`config.mk`:
```
export PLATFORM = sky130hd
export DESIGN_NAME = pwmx_top
export DESIGN_NICKNAME = d
export VERILOG_FILES = /design/src/rtl/pwmx_pkg.sv /design/src/rtl/pwmx_regs.sv /design/src/rtl/pwmx_chan.sv /design/src/rtl/pwmx_top.sv
export SDC_FILE = /design/constraint.sdc
export NUM_CORES = 2
export LEC_CHECK = 0
export BUFFER_PORTS_ARGS = -buffer_cell sky130_fd_sc_hd__buf_2
export CORE_MARGIN = 1.5
export CORE_UTILIZATION = 48
export DETAILED_ROUTE_END_ITERATION = 10
export PLACE_DENSITY_LB_ADDON = 0.12
export SLEW_MARGIN = 10
export SYNTH_ARGS = -nofsm -noshare
export SYNTH_HDL_FRONTEND = slang
export SYNTH_SLANG_ARGS = --single-unit
export TNS_END_PERCENT = 30
```
`constraint.sdc`:
```
create_clock -name clk -period 9.6 [get_ports clk]
set_input_delay 0.48 -clock clk [delete_from_list [all_inputs] [get_ports clk]]
set_output_delay 0.48 -clock clk [all_outputs]
set_load 0.01 [all_outputs]
```
`src/rtl/pwmx_pkg.sv`:
```
package pwmx_pkg;
    localparam int CNT_W  = 16;
    localparam int LEAD_W = 15;
    localparam int DATA_W = 32;
    localparam int ADDR_W = 6;

    typedef struct packed {
        logic              en;
        logic [LEAD_W-1:0] lead;
        logic [CNT_W-1:0]  reps;
    } ctrl_t;

    typedef struct packed {
        logic [CNT_W-1:0] hi;
        logic [CNT_W-1:0] lo;
    } tmg_t;

    typedef enum logic [1:0] {ST_IDLE, ST_LEAD, ST_RUN} chst_e;

    typedef struct packed {
        logic       is_tmg;
        logic [2:0] idx;
    } regsel_t;

    function automatic regsel_t decode(input logic [ADDR_W-1:0] a);
        regsel_t r;
        r.is_tmg = a[5];
        r.idx    = a[4:2];
        return r;
    endfunction
endpackage

```
`src/rtl/pwmx_regs.sv`:
```
module pwmx_regs
    import pwmx_pkg::*;
#(
    parameter int N_CH = 6
) (
    input  logic                     clk,
    input  logic                     rst,
    input  logic                     wr,
    input  logic [ADDR_W-1:0]        addr,
    input  logic [DATA_W-1:0]        wdata,
    input  logic [N_CH-1:0]          fin,
    output logic [DATA_W-1:0]        rdata,
    output ctrl_t [N_CH-1:0]         ctrl_o,
    output tmg_t  [N_CH-1:0]         tmg_o
);
    regsel_t sel;
    assign sel = decode(addr);

    always_ff @(posedge clk) begin
        if (rst) begin
            ctrl_o <= '0;
            tmg_o  <= '0;
        end else begin
            for (int c = 0; c < N_CH; c++) begin
                if (wr && !sel.is_tmg && sel.idx == 3'(c))
                    ctrl_o[c] <= ctrl_t'(wdata);
                else if (fin[c])
                    ctrl_o[c].en <= 1'b0;   // software write takes priority
                if (wr && sel.is_tmg && sel.idx == 3'(c))
                    tmg_o[c] <= tmg_t'(wdata);
            end
        end
    end

    always_comb begin
        rdata = '0;
        for (int c = 0; c < N_CH; c++) begin
            if (sel.idx == 3'(c))
                rdata = sel.is_tmg ? DATA_W'(tmg_o[c]) : DATA_W'(ctrl_o[c]);
        end
    end
endmodule

```
`src/rtl/pwmx_chan.sv`:
```
module pwmx_chan
    import pwmx_pkg::*;
(
    input  logic  clk,
    input  logic  rst,
    input  ctrl_t cfg,
    input  tmg_t  tmg,
    output logic  pwm,
    output logic  fin
);
    chst_e             st;
    logic [LEAD_W-1:0] lcnt;
    logic [CNT_W:0]    pos;
    tmg_t              act;
    logic [CNT_W-1:0]  done_n;

    logic [CNT_W:0] plen;
    logic           last, last_rep;

    assign plen     = {1'b0, act.hi} + {1'b0, act.lo};
    assign last     = (plen == '0) || (pos == plen - 17'd1);
    assign last_rep = (cfg.reps != '0) && ({1'b0, done_n} + 17'd1 == {1'b0, cfg.reps});
    assign fin      = cfg.en && (st == ST_RUN) && last && last_rep;
    assign pwm      = cfg.en && (st == ST_RUN) && (pos < {1'b0, act.hi});

    always_ff @(posedge clk) begin
        if (rst) begin
            st     <= ST_IDLE;
            lcnt   <= '0;
            pos    <= '0;
            act    <= '0;
            done_n <= '0;
        end else if (!cfg.en) begin
            st     <= ST_IDLE;
            pos    <= '0;
            done_n <= '0;
        end else begin
            unique case (st)
                ST_IDLE: begin
                    pos    <= '0;
                    done_n <= '0;
                    act    <= tmg;
                    if (cfg.lead == '0) begin
                        st <= ST_RUN;
                    end else begin
                        st   <= ST_LEAD;
                        lcnt <= cfg.lead;
                    end
                end
                ST_LEAD: begin
                    if (lcnt == LEAD_W'(1)) begin
                        st  <= ST_RUN;
                        act <= tmg;
                        pos <= '0;
                    end else begin
                        lcnt <= lcnt - LEAD_W'(1);
                    end
                end
                ST_RUN: begin
                    if (last) begin
                        if (last_rep) begin
                            st <= ST_IDLE;
                        end else begin
                            pos    <= '0;
                            act    <= tmg;          // new timing at boundary
                            done_n <= done_n + CNT_W'(1);
                        end
                    end else begin
                        pos <= pos + 17'd1;
                    end
                end
                default: st <= ST_IDLE;
            endcase
        end
    end
endmodule

```
`src/rtl/pwmx_top.sv`:
```
module pwmx_top
    import pwmx_pkg::*;
#(
    parameter int N_CH = 6   // at most 8: address decode has three index bits
) (
    input  logic              clk,
    input  logic              rst,
    input  logic              reg_wr,
    input  logic [5:0]        reg_addr,
    input  logic [31:0]       reg_wdata,
    output logic [31:0]       reg_rdata,
    output logic [N_CH-1:0]   pwm_out
);
    ctrl_t [N_CH-1:0] ctrl;
    tmg_t  [N_CH-1:0] tmg;
    logic  [N_CH-1:0] fin;
    logic  [N_CH-1:0] ch_en;

    pwmx_regs #(.N_CH(N_CH)) u_regs (
        .clk    (clk),
        .rst    (rst),
        .wr     (reg_wr),
        .addr   (reg_addr),
        .wdata  (reg_wdata),
        .fin    (fin),
        .rdata  (reg_rdata),
        .ctrl_o (ctrl),
        .tmg_o  (tmg)
    );

    for (genvar c = 0; c < N_CH; c++) begin : g_ch
        pwmx_chan u_ch (
            .clk (clk),
            .rst (rst),
            .cfg (ctrl[c]),
            .tmg (tmg[c]),
            .pwm (pwm_out[c]),
            .fin (fin[c])
        );
        assign ch_en[c] = ctrl[c].en;
    end
endmodule

```
== Word level (Yosys, flattened, before mapping) ==
Index checks and enable logic that the tools add are counted.
Word-level totals
  input bits: 41
  bits in registers: 876
Operators by class
  $lt $le $gt $ge: 6
  add/subtract/negate cells: 36
  bitwise logic cells: 6
  eq/ne operators: 77
  multiplexer cells: 138
  reduce and logical (&&, ||, !) cells: 136
Operator list (count)
  $mux W32: 30
  $pmux W32 S3: 6
  $mux W17: 18
  $pmux W17 S3: 6
  $mux W16: 12
  $pmux W16 S2: 6
  $mux W15: 12
  $pmux W15 S2: 6
  $add A16 B1 Y17 const B: 6
  $add A16 B16 Y17: 6
  $add A17 B1 Y17 const B: 6
  $eq A17 B16 Y1: 6
  $eq A17 B17 Y1: 6
  $logic_not A17 Y1: 6
  $lt A17 B16 Y1: 6
  $sub A17 B1 Y17 const B: 6
  $add A16 B1 Y16 const B: 6
  $reduce_bool A16 Y1: 6
  $eq A15 B1 Y1 const B: 6
  $logic_not A15 Y1: 6
  $sub A15 B1 Y15 const B: 6
  $reduce_and A3 Y1: 18
  $mux W2: 24
  $logic_and A1 B1 Y1: 44
  other kinds (20): 139

== Longest topological paths before layout ==
  depth in word-level cells: 8
  gate-level depth with buffers: 20

== By module ==
A second synthesis with hierarchy kept.
Unflattened totals
  cells, all modules: 7168
  area total of the unflattened synthesis: 57232.4 µm²
By module, submodules not included
  pwmx_chan at g_ch[0].u_ch ...: cells an instance 819, area each 6725.2 µm², times used 4
  pwmx_regs: cells an instance 2237, area each 17001.3 µm², times used 1
  pwmx_chan at g_ch[1].u_ch: cells an instance 836, area each 6755.2 µm², times used 1
  pwmx_chan at g_ch[5].u_ch: cells an instance 819, area each 6575.1 µm², times used 1

== Worst setup path before layout ==
No wires, ideal clock.
  path kind: register to register
  start point: register g_ch[0].u_ch.act[16] (netlist name)
  end point: register g_ch[0].u_ch.act[0] (netlist name)
  period minus slack after synthesis: 4605 ps
  required time: 9472 ps
  arrival time: 4478 ps
  slack: 4995 ps
  cell stages (with the launch flop): 19
  cells stage by stage: dfxtp_1 ha_1 inv_1 fa_1 nand2b_1 a21o_1 a311oi_1 o21ai_0 nor4b_2 nand3_1 or4_1 a211oi_2 nor2_1 o41ai_1 o21a_1 buf_2 buf_6 mux2i_1 nor2_1
Between the ends
  longest elaborated chain between the ends: 6
  elaborated cells on any way between the ends: 7
RTL lines
  start: declaration: RTL line pwmx_chan.sv:14  | tmg_t act;
  start signal: assignment: RTL line pwmx_chan.sv:42  | act <= tmg;
  start signal: assignment: RTL line pwmx_chan.sv:53  | act <= tmg;
  start signal: assignment: RTL line pwmx_chan.sv:65  | act <= tmg;
  $add A16 B16 Y17 (*): RTL line pwmx_chan.sv:20  | assign plen = {1'b0, act.hi} + {1'b0, act.lo};
  $sub A17 B1 Y17: RTL line pwmx_chan.sv:21  | assign last = (plen == '0) || (pos == plen - 17'd1);
  $eq A17 B17 Y1: RTL line pwmx_chan.sv:21
  $logic_or A1 B1 Y1 (*): RTL line pwmx_chan.sv:21
  $ne A2 B1 Y1 (no line) (*)
  $reduce_and A5 Y1 (no line) (*)
Every way passes the cells marked *; elsewhere a longest branch is shown, timed or not.
A chain may end at the register's enable or synchronous reset.

== Final worst setup path ==
  start point: register g_ch[0].u_ch.act[16] (netlist name)
  end point: register g_ch[0].u_ch.act[6] (netlist name)
Same word-level chain as after synthesis.

==> flow_metrics.tcl <==
set metrics [dict create \
    relSlewSlack_pct 17.8 \
    timing.final.max_slew_violations 0 \
    num_vias 51800 \
    layout-drive-gt1-share_pct 5.55 \
    port_buffers 76 \
    stdcell_count 8522 \
    leakage_nw 21.5 \
    worst_slew_pin_slew_ps 1230 \
    synth-edff-count 0 \
    grt_pass1_wl_mm 280 \
    cp.required_ps 10150 \
    die_h_um 342 \
    synth_cells 7162 \
    floorplan.initialDensity_pct 48.2 \
    grt_usage_pct 30.6 \
    mostFrequentLayoutCell "nand2_1" \
    rsz0062_at_grt "no" \
    h-tree-depth 3 \
    post_cts_resized 0 \
    ys_types 105 \
    peakVddDrop_mv 0.134 \
    cts.clk_slew.worst_paths_ps 60 \
    clock-sinks 876 \
    grt-ovfl-total 0 \
    synthAdderAreaFrac_pct 5.13 \
    coreArea_um2 114000 \
    async_flop_share_pct 0 \
    setup-tns-final_ps 0 \
    drt-initial-drc-count 5338 \
    setup-violations-final 0 \
    timing.final.hold_violations 0 \
    synth-seq-area-share_pct 31.9 \
    row_count 124 \
    yosys.area_share.simple_pct 23.4 \
    via_per_inst 6.08 \
    grt_pass1_vias 46300 \
    wl_per_cell_um 21.8 \
    hpwl_mm 133 \
    cp-start-kind "flip-flop" \
    status "complete, no violations" \
    pwr_density_cell_nw_per_um2 136 \
    cts_setup_buffers 0 \
    crit_arrival_ps 6480 \
    antenna_found_initial 12 \
    cts_tree "yes" \
    netlist_area_um2 55000 \
    die-width_um 342 \
    crit_fanout 32 \
    drv_cap 0 \
    syn_avg_cell_area_um2 7.68 \
    criticalPathCategory "reg2reg" \
    holdBufCountCts 0 \
    ios 79 \
    clockBufferDepth 3 \
    drtAntennaViolNets 0 \
    dp_cells 8337 \
    synth_top_family_by_area "simple AND/OR/NAND/NOR gates" \
    fin_util_pct 52.1 \
    endpoint_kind "flip-flop" \
    cts_root_buf "clkbuf_16" \
    grt_max_degree 117 \
    insertion_delay_ps 700 \
    finalCritPeriodShare_pct 61.8 \
    skew_ps 45.0 \
    synth_fp_nets 7425 \
    drt-total-wl_mm 186 \
    muxShareOfSynthArea_pct 7.69 \
    synth_compound_area_share_pct 20.3 \
    synth-xor-area-share_pct 6.72 \
    firstDrtPassIters 6 \
    die_area_um2 117000 \
    areaGrowthSynthToFinish_pct 7.90 \
    yosys_register_bits 876 \
    cts_buffers 100 \
    yosys_warnings 0 \
    max_freq_ghz 0.168 \
    min_path_type "in2reg" \
    ys.flop_type "dfxtp_1" \
    layout_common_cells "nand2_1 (1107), dfxtp_1 (876), a21oi_1 (703)" \
    remaining_drc_errors 0 \
    min_period_ps 5940 \
    place_congestion 0.964 \
    nets 7190 \
]
state kept, by name, indices dropped and copies added (netlist names):
register          cells
u_regs.ctrl_o       192
g_ch.u_ch.done_n     96
g_ch.u_ch.pos       102
g_ch.u_ch.act       192
g_ch.u_ch.st         12
u_regs.tmg_o        192
g_ch.u_ch.lcnt       90
path summary, 6_finish.rpt:
kind | to | slack (ps) | cells past startpoint | start
worst max-delay path | g_ch[0].u_ch.act[6] | 3660 | 16 | g_ch[0].u_ch.act[16]
worst min-delay path | u_regs.ctrl_o[3] | 280 | 3 | reg_wdata[3]
worst max register to register | g_ch[0].u_ch.act[6] | 3660 | 16 | g_ch[0].u_ch.act[16]
worst min register to register | u_regs.tmg_o[158] | 470 | 2 | u_regs.tmg_o[158]
kinds of logic (layout without fill, tap and decap cells):
kind of cell | Yosys count | count (layout)
AOI/OAI and AO/OA | 1797 | 1797
xor gates and xnor gates | 392 | 392
adders and majority gates | 222 | 222
buffers and inverters | 693 | 538
DFF | 876 | 876
muxes | 422 | 422
other | 0 | 3
and+or+nand+nor | 2760 | 2760
final cells by class:
class	instances	area, um^2
fill	11300	54700
multi-input combinational	5593	34900
sequential	876	17500
clock buffer	144	2910
tap	1512	1890
timing repair buffer	142	896
inverter	214	803
clock inverter	38	460
antenna	3	7.51
layer usage:
metal | up-vias | GRT usage (%) | wire length, um
met3 | 297 | 5.59 | 14800
met5 | - | 0 | 72
met2 | 1645 | 46.4 | 80400
li1 | 25100 | - | -
met4 | 12 | 11.2 | 6800
met1 | 24700 | 43.0 | 83400
synth_stat cells (54+ instances only):
master | n | area share [%]
xor2_1 | 139 | 2.2
nor3_1 | 153 | 1.4
nor4_1 | 97 | 1.1
o21ai_0 | 320 | 2.9
a31oi_1 | 54 | 0.61
ha_1 | 216 | 4.9
dfxtp_1 | 876 | 32
nand2b_1 | 58 | 0.66
a22oi_1 | 81 | 1.1
or3_1 | 66 | 0.75
inv_1 | 214 | 1.5
nand3_1 | 216 | 2.0
a211oi_1 | 88 | 1.2
mux2i_1 | 415 | 7.6
o211ai_1 | 68 | 0.93
nand2_1 | 1107 | 7.6
o22ai_1 | 86 | 0.98
a21oi_1 | 703 | 6.4
clkbuf_1 | 399 | 2.7
nand4_1 | 80 | 0.91
nor2_1 | 627 | 4.3
and3_1 | 65 | 0.74
a21o_1 | 69 | 0.94
xnor2_1 | 234 | 3.7
report_power, final:
group,switching [mW],internal [mW]
clock network,1.64,2.34
registers,0.0326,3.66
logic,0.291,0.104
total,1.96,6.11
stage by stage:
step / worst slack [ps] / cell area (um^2) / hold WS (ps) / total power [mW]
finish: 3660 / 59400 / 283 / 8.07
global route: 3300 / 59400 / 260 / 8.28
CTS: 3650 / 59400 / 242 / 8.10
detailed placement: 3750 / 56000 / 463 / 4.15
global placement: 3920 / 56000 / 458 / 4.15
floorplan: 4990 / 55000 / 445 / 3.99
critical path, stage by stage (launching register included):
cell	delay (ps)
dfxtp_1	380
ha_1	210
inv_1	60
fa_1	390
nand2b_1	210
a21o_1	210
a311oi_1	460
o21ai_0	280
nor4b_2	520
nand3_1	250
or4_1	500
a211oi_2	320
nor2_1	110
o41ai_1	620
o21a_2	890
mux2i_1	280
nor2_1	60
No activity file was read; power rests on OpenSTA's default activity.
